--- src/rtl/nws_pkg.sv ---
package nws_pkg;

    localparam int BYTE_W = 8;

    localparam logic [14:0] UNLOCK_ADDR_A = 15'h555;
    localparam logic [14:0] UNLOCK_ADDR_B = 15'h2AA;
    localparam logic [7:0]  KEY_A         = 8'hAA;
    localparam logic [7:0]  KEY_B         = 8'h55;
    localparam logic [7:0]  CODE_PROGRAM  = 8'hA0;
    localparam logic [7:0]  CODE_ERASE    = 8'h80;
    localparam logic [7:0]  CODE_CHIP     = 8'h10;
    localparam logic [7:0]  CODE_SECTOR   = 8'h20;

    typedef enum logic [1:0] {
        OP_NONE = 2'd0,
        OP_PROG = 2'd1,
        OP_SECT = 2'd2,
        OP_CHIP = 2'd3
    } op_e;

    typedef enum logic {
        PM_TOGGLE = 1'b0,
        PM_DATA   = 1'b1
    } pmode_e;

    typedef enum logic [1:0] {
        AK_UNLOCK_A,
        AK_UNLOCK_B,
        AK_TARGET,
        AK_SECTOR
    } akind_e;

    typedef struct packed {
        akind_e             ak;
        logic               use_data;
        logic [BYTE_W-1:0]  code;
    } slot_t;

    function automatic longint unsigned cdiv(input longint unsigned a, input longint unsigned b);
        return (a + b - 1) / b;
    endfunction

    function automatic longint unsigned lmax(input longint unsigned a, input longint unsigned b);
        return (a > b) ? a : b;
    endfunction

    // Which address kind and code each step of a command uses.
    function automatic slot_t cmd_slot(input op_e op, input logic [2:0] idx);
        slot_t s;
        s = '{ak: AK_UNLOCK_A, use_data: 1'b0, code: KEY_A};
        case (idx)
            3'd0: s = '{ak: AK_UNLOCK_A, use_data: 1'b0, code: KEY_A};
            3'd1: s = '{ak: AK_UNLOCK_B, use_data: 1'b0, code: KEY_B};
            3'd2: s = '{ak: AK_UNLOCK_A, use_data: 1'b0,
                        code: (op == OP_PROG) ? CODE_PROGRAM : CODE_ERASE};
            3'd3: begin
                if (op == OP_PROG) s = '{ak: AK_TARGET, use_data: 1'b1, code: 8'h00};
                else               s = '{ak: AK_UNLOCK_A, use_data: 1'b0, code: KEY_A};
            end
            3'd4: s = '{ak: AK_UNLOCK_B, use_data: 1'b0, code: KEY_B};
            default: begin
                if (op == OP_CHIP) s = '{ak: AK_UNLOCK_A, use_data: 1'b0, code: CODE_CHIP};
                else               s = '{ak: AK_SECTOR, use_data: 1'b0, code: CODE_SECTOR};
            end
        endcase
        return s;
    endfunction

endpackage

--- src/rtl/nws_bus.sv ---
module nws_bus
    import nws_pkg::*;
#(
    parameter int ADDR_W  = 19,
    parameter int WP_CYC  = 10,
    parameter int WPH_CYC = 8,
    parameter int OEH_CYC = 3,
    parameter int ACC_CYC = 14
) (
    input  logic              clk,
    input  logic              rst,
    input  logic              start_wr,
    input  logic              start_rd,
    input  logic [ADDR_W-1:0] addr_in,
    input  logic [BYTE_W-1:0] data_in,
    input  logic [BYTE_W-1:0] dq_in,
    output logic              busy,
    output logic              done,
    output logic [BYTE_W-1:0] rdata,
    output logic [ADDR_W-1:0] f_addr,
    output logic [BYTE_W-1:0] f_dout,
    output logic              f_doe,
    output logic              f_ce_n,
    output logic              f_oe_n,
    output logic              f_we_n
);

    localparam longint unsigned CMAX =
        lmax(lmax(64'(WP_CYC), 64'(WPH_CYC)), lmax(64'(OEH_CYC), 64'(ACC_CYC)));
    localparam int CNT_W = $clog2(int'(CMAX) + 1);

    typedef enum logic [2:0] {
        B_IDLE, B_WSET, B_WLOW, B_WHIGH, B_RGAP, B_RLOW
    } bst_e;

    bst_e             bs;
    logic [CNT_W-1:0] cnt;

    assign busy = (bs != B_IDLE);

    always_ff @(posedge clk) begin
        if (rst) begin
            bs     <= B_IDLE;
            cnt    <= '0;
            done   <= 1'b0;
            rdata  <= '0;
            f_addr <= '0;
            f_dout <= '0;
            f_doe  <= 1'b0;
            f_ce_n <= 1'b1;
            f_oe_n <= 1'b1;
            f_we_n <= 1'b1;
        end else begin
            done <= 1'b0;
            case (bs)
                B_IDLE: begin
                    if (start_wr) begin
                        f_addr <= addr_in;
                        f_dout <= data_in;
                        f_doe  <= 1'b1;
                        f_ce_n <= 1'b0;
                        bs     <= B_WSET;
                    end else if (start_rd) begin
                        f_addr <= addr_in;
                        f_ce_n <= 1'b0;
                        cnt    <= CNT_W'(OEH_CYC - 1);
                        bs     <= B_RGAP;
                    end
                end
                B_WSET: begin
                    f_we_n <= 1'b0;
                    cnt    <= CNT_W'(WP_CYC - 1);
                    bs     <= B_WLOW;
                end
                B_WLOW: begin
                    if (cnt == '0) begin
                        f_we_n <= 1'b1;
                        cnt    <= CNT_W'(WPH_CYC - 1);
                        bs     <= B_WHIGH;
                    end else begin
                        cnt <= cnt - 1'b1;
                    end
                end
                B_WHIGH: begin
                    if (cnt == '0) begin
                        f_doe  <= 1'b0;
                        f_ce_n <= 1'b1;
                        done   <= 1'b1;
                        bs     <= B_IDLE;
                    end else begin
                        cnt <= cnt - 1'b1;
                    end
                end
                B_RGAP: begin
                    if (cnt == '0) begin
                        f_oe_n <= 1'b0;
                        cnt    <= CNT_W'(ACC_CYC - 1);
                        bs     <= B_RLOW;
                    end else begin
                        cnt <= cnt - 1'b1;
                    end
                end
                B_RLOW: begin
                    if (cnt == '0) begin
                        rdata  <= dq_in;
                        f_oe_n <= 1'b1;
                        f_ce_n <= 1'b1;
                        done   <= 1'b1;
                        bs     <= B_IDLE;
                    end else begin
                        cnt <= cnt - 1'b1;
                    end
                end
                default: bs <= B_IDLE;
            endcase
        end
    end

endmodule

--- src/rtl/nws_poll.sv ---
module nws_poll
    import nws_pkg::*;
#(
    parameter int CONFIRM_READS = 2
) (
    input  logic              clk,
    input  logic              rst,
    input  logic              clr,
    input  logic              rd_valid,
    input  logic [BYTE_W-1:0] rd_data,
    input  pmode_e            mode,
    input  logic              exp7,
    output logic              complete
);

    localparam int TGT = CONFIRM_READS + 1;
    localparam int HW  = $clog2(TGT + 1);

    logic          have_prev;
    logic          prev6;
    logic [HW-1:0] hits;
    logic          good;

    always_comb begin
        if (mode == PM_DATA) good = (rd_data[7] == exp7);
        else                 good = have_prev && (rd_data[6] == prev6);
    end

    assign complete = (hits == HW'(TGT));

    always_ff @(posedge clk) begin
        if (rst || clr) begin
            have_prev <= 1'b0;
            prev6     <= 1'b0;
            hits      <= '0;
        end else if (rd_valid) begin
            have_prev <= 1'b1;
            prev6     <= rd_data[6];
            if (!good)         hits <= '0;
            else if (!complete) hits <= hits + 1'b1;
        end
    end

endmodule

--- src/rtl/nws_timer.sv ---
module nws_timer
    import nws_pkg::*;
#(
    parameter int              W      = 25,
    parameter longint unsigned LIM_P  = 5000,
    parameter longint unsigned LIM_S  = 6250000,
    parameter longint unsigned LIM_C  = 25000000
) (
    input  logic clk,
    input  logic rst,
    input  logic clr,
    input  logic en,
    input  op_e  op,
    output logic expired
);

    logic [W-1:0] cnt;
    logic [W-1:0] lim;

    always_comb begin
        case (op)
            OP_PROG: lim = W'(LIM_P);
            OP_SECT: lim = W'(LIM_S);
            default: lim = W'(LIM_C);
        endcase
    end

    assign expired = (cnt >= lim);

    always_ff @(posedge clk) begin
        if (rst || clr)          cnt <= '0;
        else if (en && !expired) cnt <= cnt + 1'b1;
    end

endmodule

--- src/rtl/nvm_write_seq.sv ---
module nvm_write_seq
    import nws_pkg::*;
#(
    parameter int ADDR_W        = 19,
    parameter int SECT_BYTES    = 128,
    parameter int CLK_NS        = 4,
    parameter int T_WP_NS       = 40,
    parameter int T_WPH_NS      = 30,
    parameter int T_OEH_NS      = 10,
    parameter int T_ACC_NS      = 55,
    parameter int CONFIRM_READS = 2,
    parameter int TO_SCALE      = 1,
    parameter int PROG_MAX_US   = 20,
    parameter int SECT_MAX_US   = 25000,
    parameter int CHIP_MAX_US   = 100000
) (
    input  logic              clk,
    input  logic              rst,
    input  logic              req_valid,
    input  logic [1:0]        req_op,
    input  logic [ADDR_W-1:0] req_addr,
    input  logic [7:0]        req_data,
    input  logic              req_poll_mode,
    output logic              busy,
    output logic              done,
    output logic              err,
    output logic [ADDR_W-1:0] fl_addr,
    output logic [7:0]        fl_dq_out,
    output logic              fl_dq_oe,
    input  logic [7:0]        fl_dq_in,
    output logic              fl_ce_n,
    output logic              fl_oe_n,
    output logic              fl_we_n
);

    localparam int WP_CYC  = int'(lmax(1, cdiv(64'(T_WP_NS),  64'(CLK_NS))));
    localparam int WPH_CYC = int'(lmax(1, cdiv(64'(T_WPH_NS), 64'(CLK_NS))));
    localparam int OEH_CYC = int'(lmax(1, cdiv(64'(T_OEH_NS), 64'(CLK_NS))));
    localparam int ACC_CYC = int'(lmax(1, cdiv(64'(T_ACC_NS), 64'(CLK_NS))));
    localparam longint unsigned LIM_P = cdiv(64'(PROG_MAX_US) * 1000 * 64'(TO_SCALE), 64'(CLK_NS));
    localparam longint unsigned LIM_S = cdiv(64'(SECT_MAX_US) * 1000 * 64'(TO_SCALE), 64'(CLK_NS));
    localparam longint unsigned LIM_C = cdiv(64'(CHIP_MAX_US) * 1000 * 64'(TO_SCALE), 64'(CLK_NS));
    localparam longint unsigned LIM_MAX = lmax(LIM_P, lmax(LIM_S, LIM_C));
    localparam int TMO_W = $clog2(LIM_MAX + 1);
    localparam logic [ADDR_W-1:0] SECT_MASK = ~ADDR_W'(SECT_BYTES - 1);

    typedef enum logic [1:0] { S_IDLE, S_CMD, S_POLL, S_FIN } st_e;

    st_e               st;
    op_e               op_q;
    pmode_e            mode_q;
    logic [ADDR_W-1:0] addr_q;
    logic [7:0]        data_q;
    logic [2:0]        idx;
    logic              issued;
    logic              err_q;

    logic              accept;
    slot_t             slot;
    logic [ADDR_W-1:0] wr_addr;
    logic [7:0]        wr_data;
    logic [ADDR_W-1:0] poll_addr;
    logic [2:0]        last_idx;
    logic              exp7;

    logic              bus_wr;
    logic              bus_rd;
    logic              bus_busy;
    logic              bus_done;
    logic [7:0]        bus_rdata;
    logic              poll_ok;
    logic              tmo;

    assign accept   = (st == S_IDLE) && req_valid && (req_op != 2'd0);
    assign slot     = cmd_slot(op_q, idx);
    assign last_idx = (op_q == OP_PROG) ? 3'd3 : 3'd5;
    assign exp7     = (op_q == OP_PROG) ? data_q[7] : 1'b1;

    always_comb begin
        case (slot.ak)
            AK_UNLOCK_A: wr_addr = ADDR_W'(UNLOCK_ADDR_A);
            AK_UNLOCK_B: wr_addr = ADDR_W'(UNLOCK_ADDR_B);
            AK_TARGET:   wr_addr = addr_q;
            default:     wr_addr = addr_q & SECT_MASK;
        endcase
        wr_data = slot.use_data ? data_q : slot.code;
        case (op_q)
            OP_PROG: poll_addr = addr_q;
            OP_SECT: poll_addr = addr_q & SECT_MASK;
            default: poll_addr = '0;
        endcase
    end

    assign bus_wr = (st == S_CMD)  && !issued;
    assign bus_rd = (st == S_POLL) && !issued && !poll_ok && !tmo;

    always_ff @(posedge clk) begin
        if (rst) begin
            st     <= S_IDLE;
            op_q   <= OP_NONE;
            mode_q <= PM_TOGGLE;
            addr_q <= '0;
            data_q <= '0;
            idx    <= '0;
            issued <= 1'b0;
            err_q  <= 1'b0;
        end else begin
            case (st)
                S_IDLE: begin
                    if (accept) begin
                        op_q   <= op_e'(req_op);
                        mode_q <= pmode_e'(req_poll_mode);
                        addr_q <= req_addr;
                        data_q <= req_data;
                        idx    <= '0;
                        issued <= 1'b0;
                        err_q  <= 1'b0;
                        st     <= S_CMD;
                    end
                end
                S_CMD: begin
                    if (bus_wr) issued <= 1'b1;
                    if (bus_done) begin
                        issued <= 1'b0;
                        if (idx == last_idx) st <= S_POLL;
                        else                 idx <= idx + 1'b1;
                    end
                end
                S_POLL: begin
                    if (bus_rd)   issued <= 1'b1;
                    if (bus_done) issued <= 1'b0;
                    if (!issued) begin
                        if (poll_ok) begin
                            st <= S_FIN;
                        end else if (tmo) begin
                            err_q <= 1'b1;
                            st    <= S_FIN;
                        end
                    end
                end
                default: st <= S_IDLE;
            endcase
        end
    end

    assign busy = (st == S_CMD) || (st == S_POLL);
    assign done = (st == S_FIN);
    assign err  = (st == S_FIN) && err_q;

    nws_bus #(
        .ADDR_W (ADDR_W),
        .WP_CYC (WP_CYC),
        .WPH_CYC(WPH_CYC),
        .OEH_CYC(OEH_CYC),
        .ACC_CYC(ACC_CYC)
    ) u_bus (
        .clk     (clk),
        .rst     (rst),
        .start_wr(bus_wr),
        .start_rd(bus_rd),
        .addr_in ((st == S_CMD) ? wr_addr : poll_addr),
        .data_in (wr_data),
        .dq_in   (fl_dq_in),
        .busy    (bus_busy),
        .done    (bus_done),
        .rdata   (bus_rdata),
        .f_addr  (fl_addr),
        .f_dout  (fl_dq_out),
        .f_doe   (fl_dq_oe),
        .f_ce_n  (fl_ce_n),
        .f_oe_n  (fl_oe_n),
        .f_we_n  (fl_we_n)
    );

    nws_poll #(
        .CONFIRM_READS(CONFIRM_READS)
    ) u_poll (
        .clk     (clk),
        .rst     (rst),
        .clr     (accept),
        .rd_valid(bus_done && (st == S_POLL)),
        .rd_data (bus_rdata),
        .mode    (mode_q),
        .exp7    (exp7),
        .complete(poll_ok)
    );

    nws_timer #(
        .W    (TMO_W),
        .LIM_P(LIM_P),
        .LIM_S(LIM_S),
        .LIM_C(LIM_C)
    ) u_tmo (
        .clk    (clk),
        .rst    (rst),
        .clr    (accept),
        .en     (st == S_POLL),
        .op     (op_q),
        .expired(tmo)
    );

    logic unused_bus_busy;
    assign unused_bus_busy = bus_busy;

endmodule

--- config.mk ---
export PLATFORM = sky130hd
export DESIGN_NAME = nvm_write_seq
export DESIGN_NICKNAME = d
export VERILOG_FILES = /design/src/rtl/nws_pkg.sv /design/src/rtl/nws_bus.sv /design/src/rtl/nws_poll.sv /design/src/rtl/nws_timer.sv /design/src/rtl/nvm_write_seq.sv
export SDC_FILE = /design/constraint.sdc
export NUM_CORES = 1
export LEC_CHECK = 0
export BUFFER_PORTS_ARGS = -buffer_cell sky130_fd_sc_hd__buf_4
export CELL_PAD_IN_SITES_DETAIL_PLACEMENT = 1
export CELL_PAD_IN_SITES_GLOBAL_PLACEMENT = 1
export CORE_ASPECT_RATIO = 0.9
export CORE_UTILIZATION = 42
export DETAILED_ROUTE_END_ITERATION = 8
export GPL_ROUTABILITY_DRIVEN = 0
export GPL_TIMING_DRIVEN = 0
export PLACE_DENSITY_LB_ADDON = 0.15
export SYNTH_ARGS = -nofsm -noshare
export SYNTH_HDL_FRONTEND = slang
export SYNTH_SLANG_ARGS = --single-unit
--- constraint.sdc ---
create_clock -name clk -period 3.05 [get_ports clk]
set_input_delay 0.61 -clock clk [delete_from_list [all_inputs] [get_ports clk]]
set_output_delay 0.61 -clock clk [all_outputs]
set_load 0.005 [all_outputs]
== Word level (Yosys, flattened, before mapping) ==
Index checks and enable logic that the tools add are counted.
Operators by class
  add/sub/neg operators: 4
  $mul: 0
  divide/modulo/power cells: 0
  magnitude comparators: 1
  equality and inequality tests: 42
  shift-type cells: 0
  mux-type cells: 58
  bitwise gates (word level): 1
  reduce and logical (&&, ||, !) cells: 48
Operators with widths (number)
  $mux W19: 3
  $pmux W19 S3: 1
  $pmux W25 S2: 1
  $pmux W11 S4: 1
  $pmux W19 S2: 1
  $mux W3: 9
  $add A25 B1 Y25 const B: 1
  $ge A25 B25 Y1: 1
  $mux W11: 2
  $mux W4: 5
  $pmux W4 S5: 1
  $ne A2 B2 Y1 const B: 9
  $mux W2: 8
  $ne A2 B1 Y1 const B: 8
  $reduce_and A4 Y1: 4
  $reduce_bool A2 Y1: 8
  $mux W1: 15
  $pmux W3 S5: 1
  $eq A2 B2 Y1 const B: 6
  $eq A3 B2 Y1 const B: 4
  $reduce_and A2 Y1: 6
  $logic_and A1 B1 Y1: 10
  $pmux W1 S2: 5
  $reduce_and A5 Y1: 2
  other kinds (25): 42
Storage, ports and cells
  bits in registers: 113
  latch bits: 0
  memory bits (writable): 0
  bits in read-only memories: 0
  bits of input ports: 41
  memories kept: 0

== Longest topological paths before layout ==
Gate-level depths: netlist of the first run.
  word-level depth: 8
  gate-level depth with buffers: 14

== Cells and area by module ==
Synthesis of the first run repeated with hierarchy kept, for this count alone.
Second synthesis, totals
  cells, all modules: 759
  area total of the unflattened synthesis: 6045.8 um^2
By module, submodules not included
  nvm_write_seq: instances 1, cells an instance 272, area each 2069.5 um^2
  nws_bus: instances 1, cells an instance 242, area each 1908.1 um^2
  nws_timer: instances 1, cells an instance 223, area each 1848.0 um^2
  nws_poll: instances 1, cells an instance 22, area each 220.2 um^2

== Worst setup path after synthesis of the first run ==
No wires, ideal clock.
  kind: register to register
  start: reg op_q[0]
  end: reg u_tmo.cnt[21]
  arrival time: 2.681 ns
  required time: 2.935 ns
  setup slack: 0.255 ns
  stages on the path, launching flop included: 12
  cell sequence: dfxtp_1 > ha_1 > inv_1 > ha_1 > a21oi_1 > o21ai_0 > o2111ai_1 > and3_1 > nand4_1 > clkbuf_1 > o31a_1 > o21a_1
On the way
  word-level cells in the longest chain between the ends: 5
  elaborated cells on any way between the ends: 6
  those cells by class: order compare (1); eq/ne (2); mux (1); reduce/logical (2)
Ends and longest elaborated chain
  start: declaration: line nvm_write_seq.sv:50  | op_e op_q;
  start signal: assignment: line nvm_write_seq.sv:111  | op_q <= op_e'(req_op);
  $eq A2 B2 Y1 or $eq A2 B1 Y1 (tied branches): line nws_timer.sv:21  | case (op)
  $pmux W25 S2 (*): line nws_timer.sv:21
  $ge A25 B25 Y1 (*): line nws_timer.sv:28  | assign expired = (cnt >= lim);
  $logic_not A1 Y1 (*): line nws_timer.sv:32  | else if (en && !expired) cnt <= cnt + 1'b1;
  $logic_and A1 B1 Y1 (*): line nws_timer.sv:32
  end signal: assignment: line nws_timer.sv:32
  end: declaration: line nws_timer.sv:17  | logic [W-1:0] cnt;
Mark *: on every way between the ends. The rest lies on a longest branch, timed or not.
A chain may end at the register's enable or synchronous reset.

== Worst setup path after layout of the first run ==
  start: reg op_q[0]
  end: reg u_tmo.cnt[22]
The elaborated chain is that of the path after synthesis.

==> results of run 1 <==
-- through the flow --
stage / hold WS, ps / power, mW / instances / utilization, % / setup TNS, ps
final: 460.5 / 4.816 / 923 / 53.05 / 0
after detailed placement: 448.0 / 3.475 / 903 / 49.47 / -18040
after global routing: 477.7 / 5.103 / 923 / 53.05 / 0
after CTS: 460.7 / 4.799 / 919 / 52.47 / 0
after global placement: 441.0 / 3.386 / 903 / 49.47 / -11900
after floorplan: 431.2 / 2.843 / 676 / - / 0
-- logic make-up after synthesis --
group | count (synthesis) | share of synthesized area [%]
simple gates | 282 | 24.67
compound gates | 173 | 19.61
flops | 107 | 40.10
buf+inv | 63 | 4.685
fa+ha+maj | 34 | 7.964
xor+xnor | 10 | 1.640
mux | 7 | 1.335
-- how the worst max path moves through the flow --
stage                        from             to  slack, ps  cells after the start
after floorplan           op_q[0]  u_tmo.cnt[21]        250                     11
after global placement    op_q[0]  u_tmo.cnt[21]       -680                     11
after detailed placement  op_q[0]  u_tmo.cnt[21]       -830                     11
after CTS                 op_q[1]  u_tmo.cnt[13]         20                     12
after global routing      op_q[0]  u_tmo.cnt[22]          9                     13
final                     op_q[0]  u_tmo.cnt[22]        130                     13
-- repair_timing --
action,in CTS,in global routing
setup endpoints to repair,50,55
pin swaps,2,3
gates resized for setup,11,18
buffers inserted,1,4
-- final cells by class --
| type | instances | area, um2 |
|---|---|---|
| Sequential cell | 107 | 2145 |
| Buffer | 36 | 167.7 |
| Clock inverter | 7 | 98.84 |
| Fill cell | 1498 | 5737 |
| Timing Repair Buffer | 72 | 541.8 |
| Clock buffer | 9 | 225.2 |
| Tap cell | 160 | 200.2 |
| Multi-Input combinational cell | 506 | 3003 |
| Inverter | 26 | 101.3 |
-- synth_stat cells, types with 9 or more instances --
cell      count
nand2_1     114
nand4_1      10
or3_1        11
dfxtp_1     107
o211ai_1      9
nor2_1       67
nor3_1       12
o21ai_0      29
nand3_1      24
a21oi_1      77
clkbuf_1     27
a211oi_1     14
ha_1         34
inv_1        25
-- routing by layer --
metal | up-vias | routed length (um) | GRT usage [%]
met5 | - | 0 | 0
li1 | 2533 | - | -
met3 | 14 | 593 | 4.969
met4 | 0 | 196 | 6.085
met1 | 2512 | 7665 | 33.55
met2 | 92 | 7747 | 41.96
-- power breakdown --
| group | switching (mW) | internal, mW | total, mW |
|---|---|---|---|
| logic | 1.09 | 0.670 | 1.76 |
| registers | 0.150 | 1.61 | 1.76 |
| clock network | 0.569 | 0.726 | 1.29 |
| total | 1.81 | 3.01 | 4.82 |
-- worst min-delay path: stages, from the launching register on --
cell     delay (ps)
dfxtp_1         310
nand2_1          60
o21ai_1          50
-- state kept, by name, summed over array words and instances (netlist names), 2 cells and up --
register,count
u_bus.f_addr,19
u_bus.f_dout,8
u_bus.bs,3
idx,3
u_poll.hits,2
data_q,8
st,2
u_bus.cnt,4
addr_q,19
op_q,2
u_tmo.cnt,25
u_bus.rdata,2
==> flow_metrics.tcl, run 1 <==
set metrics [dict create \
    run_status "completed" \
    vdd.ir_drop.worst_mv 0.4543 \
    layout_setup_ws_ps 125.3 \
    reg2reg_from "op_q[0]" \
    synth_top_area_share_pct 40.10 \
    n_antenna_cell 0 \
    antenna_left 0 \
    timing.final.crit_share_pct 95.89 \
    grt_overflow 0 \
    max-slew-margin-rel_pct 11.74 \
    syn_to_final_growth_pct 21.36 \
    cp.required_ps 3310 \
    syn-num-nets 751 \
    r2r_setup_slack_ps 130 \
    nNetsFinal 833 \
    ys_async_sr_fraction_pct 0 \
    synth-edff-count 0 \
    netlist_area_um2 5341 \
    r2r_cells 13 \
    hold_start "u_bus.f_addr[14]" \
    p_leak_nw 2.664 \
    fin_skew_ps 7.492 \
    slew_violations 0 \
    critPathKind "flop to flop" \
    cts.clk_slew.worst_paths_ps 70 \
    dp_hpwl_um 11960 \
    cts_tree "yes" \
    final_hold_viol_count 0 \
    place_ws_ps -826.5 \
    clockBufferDepth 2 \
    fp.dieW_um 120.9 \
    path_buf_inv 5 \
    num_rows 38 \
    drc 0 \
    io_pins 75 \
    drtIter0Drc 329 \
    vias 5151 \
    firstDrtPassIters 4 \
    postSynthCellCount 676 \
    initial_core_util_pct 43.71 \
    io_buffers 67 \
    core-area_um2 12220 \
    ys_ff_latch 107 \
    path_cells "inv_1 -> ha_4 -> inv_2 -> ha_1 -> a211o_1 -> a221oi_2 -> o21a_1 -> buf_4 -> and3_1 -> clkbuf_4 -> buf_6 -> a21oi_1 -> a31o_1" \
    r2r_end "u_tmo.cnt[22]" \
    stdcell_area_um2 6482 \
    drive_gt1_share_pct 16.12 \
    max_stage_delay_ps 390 \
    power_density_nw_per_um2 743.0 \
    final_common_cell "nand2_1" \
    layout_common_cells "nand2_1 (114), dfxtp_1 (105), a21oi_1 (75)" \
    end_kind "flop" \
    critPathLaunchType "flop" \
    grt_pass1_vias 5060 \
    hold_path.class "flop to flop" \
    worstMarginPinSlew_ps 1314 \
    hold_buffers 0 \
    ys_seq_area_share_pct 40.10 \
    antenna_found_initial 0 \
    yosys-top-cells-area "dfxtp_1 (40%), nand2_1 (8.0%), ha_1 (8.0%)" \
    postSynthAreaPerCell_um2 7.901 \
    crit_family "compound AO/OA/AOI/OAI gates" \
    synth_top_area_cell "dfxtp_1" \
    fp.dieH_um 109.0 \
    cpMaxStageDelayCell "dfxtp_2" \
    viasPerCell 5.581 \
    setup_viol 0 \
    clock.fmax_mhz 341.9 \
    root_buffer "clkbuf_16" \
    grt_max_degree 19 \
    routed_wl_um 16200 \
    htreeDepth 3 \
    min_to "u_bus.f_addr[14]" \
    crit_path_max_fanout 10 \
    fin_crit_ps 2925 \
    wl_per_cell_um 17.55 \
    grtUsageTotal_pct 25.21 \
    dpl_cell_area_um2 6045 \
    maxCapViolations 0 \
    yosysWarnings 0 \
    clock_latency_ps 370 \
    die_area_um2 13170 \
    crit_arrival_ps 3190 \
    grt_pass1_wl_um 25560 \
    rsz0062_at_grt "no" \
    clkSinkCount 107 \
    synth_cell_types 57 \
    hold_depth 2 \
    cts_buffers 9 \
    ys.flop_type "dfxtp_1" \
]
No activity file was read; power rests on OpenSTA's default activity.
==> run 2, diff against run 1 <==
ABC_AREA = 1   (was unset)
CORE_MARGIN = 2   (was unset)
==> flow_metrics.tcl, run 2 <==
set metrics [dict create \
    run_status "completed" \
    ys_ff_latch 107 \
    slew_violations 0 \
    cts_tree "yes" \
    syn-num-nets 953 \
    grt_overflow 0 \
    nNetsFinal 1032 \
    routed_wl_um 18030 \
    antenna_found_initial 0 \
    worstMarginPinSlew_ps 783.0 \
    synth_top_area_share_pct 35.02 \
    grt_pass1_vias 5775 \
    synth_cell_types 45 \
    n_antenna_cell 0 \
    crit_path_end "u_bus.f_addr[17]" \
    die_area_um2 15550 \
    multiInputGateArea_um2 3413 \
    wl_per_cell_um 15.61 \
    reg2reg_from "op_q[0]" \
    regArea_um2 2142 \
    postSynthAreaPerCell_um2 6.967 \
    yosys-top-cells-area "dfxtp_1 (35%), nand2_1 (12%), nor2_1 (7.8%)" \
    r2r_end "u_bus.f_addr[17]" \
    synth-simple-area-share_pct 29.66 \
    p_leak_nw 3.193 \
    netlist_area_um2 6117 \
    fin_tns_setup_ps 0 \
    largest_reg_flops 25 \
    end_kind "flop" \
    yosysMostFrequentCell "nand2_1" \
    synth-compound-area-share_pct 15.69 \
    post_cts_buffers 0 \
    reg.largest.list "u_tmo.cnt: 25 flops, addr_q: 19 flops, u_bus.f_addr: 19 flops" \
    clock_latency_ps 360 \
    holdWs_ps 458.2 \
    maxCapViolations 0 \
    critPathLaunchType "flop" \
    ys.flop_type "dfxtp_1" \
    htreeDepth 3 \
    root_buffer "clkbuf_16" \
    drtIter0Drc 297 \
    synth.area.mux_share_pct 0 \
    crit_arrival_ps 3030 \
    dp_hpwl_um 13830 \
    power_density_nw_per_um2 784.1 \
    r2r_setup_slack_ps 280 \
    r2r_cells 14 \
    max-slew-margin-rel_pct 47.32 \
    cts.clk_slew.worst_paths_ps 80 \
    critPathKind "flop to flop" \
    fp.dieW_um 131.2 \
    layout_common_cells "nand2_1 (188), nor2_1 (127), dfxtp_1 (107)" \
    vias 5826 \
    io_pins 75 \
    synth_common_cells "nand2_1 (188), nor2_1 (127), dfxtp_1 (107), inv_1 (101), a21oi_1 (68)" \
    firstDrtPassIters 4 \
    viasPerCell 5.044 \
    synth_top_area_cell "dfxtp_1" \
    core-area_um2 14110 \
    clkSinkCount 107 \
    timing.final.crit_share_pct 90.83 \
    ys_async_sr_fraction_pct 0 \
    hold_path.class "flop to flop" \
    fp.dieH_um 118.5 \
    cp.required_ps 3310 \
    regMostFlops "u_tmo.cnt" \
    fin_crit_ps 2770 \
    fillers 1901 \
    initial_core_util_pct 43.36 \
    cts_buffers 9 \
    clock.fmax_mhz 361.0 \
    syn_to_final_growth_pct 17.30 \
    drc 0 \
    antenna_left 0 \
    setup_viol 0 \
    ys_seq_area_share_pct 35.02 \
    drive_gt1_share_pct 16.53 \
    startpoint "op_q[0]" \
    num_rows 41 \
    grt_pass1_wl_um 29600 \
    synth-edff-count 0 \
    fin_skew_ps 10.70 \
    synth_xor_area_share_pct 3.293 \
    grtUsageTotal_pct 23.65 \
    yosysWarnings 0 \
    vdd.ir_drop.worst_mv 0.3396 \
    grt_max_degree 21 \
    crit_path_max_fanout 10 \
    postSynthCellCount 878 \
    clockBufferDepth 2 \
    final_common_cell "nand2_1" \
    synth-adder-area-share_pct 6.954 \
    io_buffers 68 \
    synth_top_family_by_area "simple AND/OR/NAND/NOR gates" \
    final_hold_viol_count 0 \
    rsz0062_at_grt "no" \
]
## run 2: layer usage
metal	vias to the layer above	track usage (%)	part of all wire, %
met1	2721	34.04	51
met2	111	36.81	43
met3	11	5.277	5.6
met5	-	0	0
met4	0	3.804	0.74
li1	2983	-	-
## run 2: critical path, stage by stage, from the launching register on
cell and delay, ps:
dfxtp_1 410, inv_1 100, ha_1 320, inv_1 220
ha_1 310, a21o_1 200, nor2_2 100, nand2_1 70
nor2_1 120, nand4_2 150, nand2_2 170, nand2_4 100
buf_4 200, a21oi_1 150, nor2_1 60
## run 2: final cells by class
cell class | instances | share of cell area (%)
Multi-Input combinational cell | 638 | 47.57
Sequential cell | 107 | 29.85
Timing Repair Buffer | 68 | 7.114
Inverter | 108 | 5.719
Tap cell | 193 | 3.365
Clock buffer | 9 | 3.139
Buffer | 25 | 2.284
Clock inverter | 7 | 0.9590
## run 2: worst min-delay path by stage
stage	from	end	slack (ps)	cells after the start
after floorplan	data_q[7]	data_q[7]	430	2
after global placement	u_bus.f_we_n	u_bus.f_we_n	450	2
after detailed placement	u_bus.f_we_n	u_bus.f_we_n	450	2
after CTS	addr_q[7]	addr_q[7]	470	2
after global routing	addr_q[7]	addr_q[7]	490	2
final	addr_q[7]	addr_q[7]	460	2
## run 2: through the flow
stage	worst slack, ps	total power [mW]	instances	util [%]	instance area [um2]
after global placement	-42.78	4.375	1139	48.69	6869
after detailed placement	-100.6	4.449	1139	48.69	6869
after CTS	158.1	5.670	1155	50.79	7166
after floorplan	728.3	3.606	878	-	6117
final	279.7	5.626	1155	50.86	7176
after global routing	57.26	6.072	1155	50.86	7176
## run 2: cell families after synthesis
family                     count (synthesis)
buffers and inverters                    133
adders and majority gates                 34
AOI/OAI and AO/OA                        164
xor gates and xnor gates                  23
DFF                                      107
and+or+nand+nor                          417
## run 2: what timing repair did
| action | in CTS | in global routing |
|---|---|---|
| resized for setup | 1 | 1 |
| gates cloned | 0 | 0 |
| hold buffers | 0 | 0 |
| endpoints found under the setup margin | 41 | 43 |
## run 2: power breakdown
part	internal (mW)	switching [mW]	leakage, nW	total (mW)
Combinational	0.954	1.60	2.18	2.55
Clock	0.578	0.619	0.138	1.20
Sequential	1.69	0.183	0.874	1.87
Total	3.22	2.40	3.19	5.63
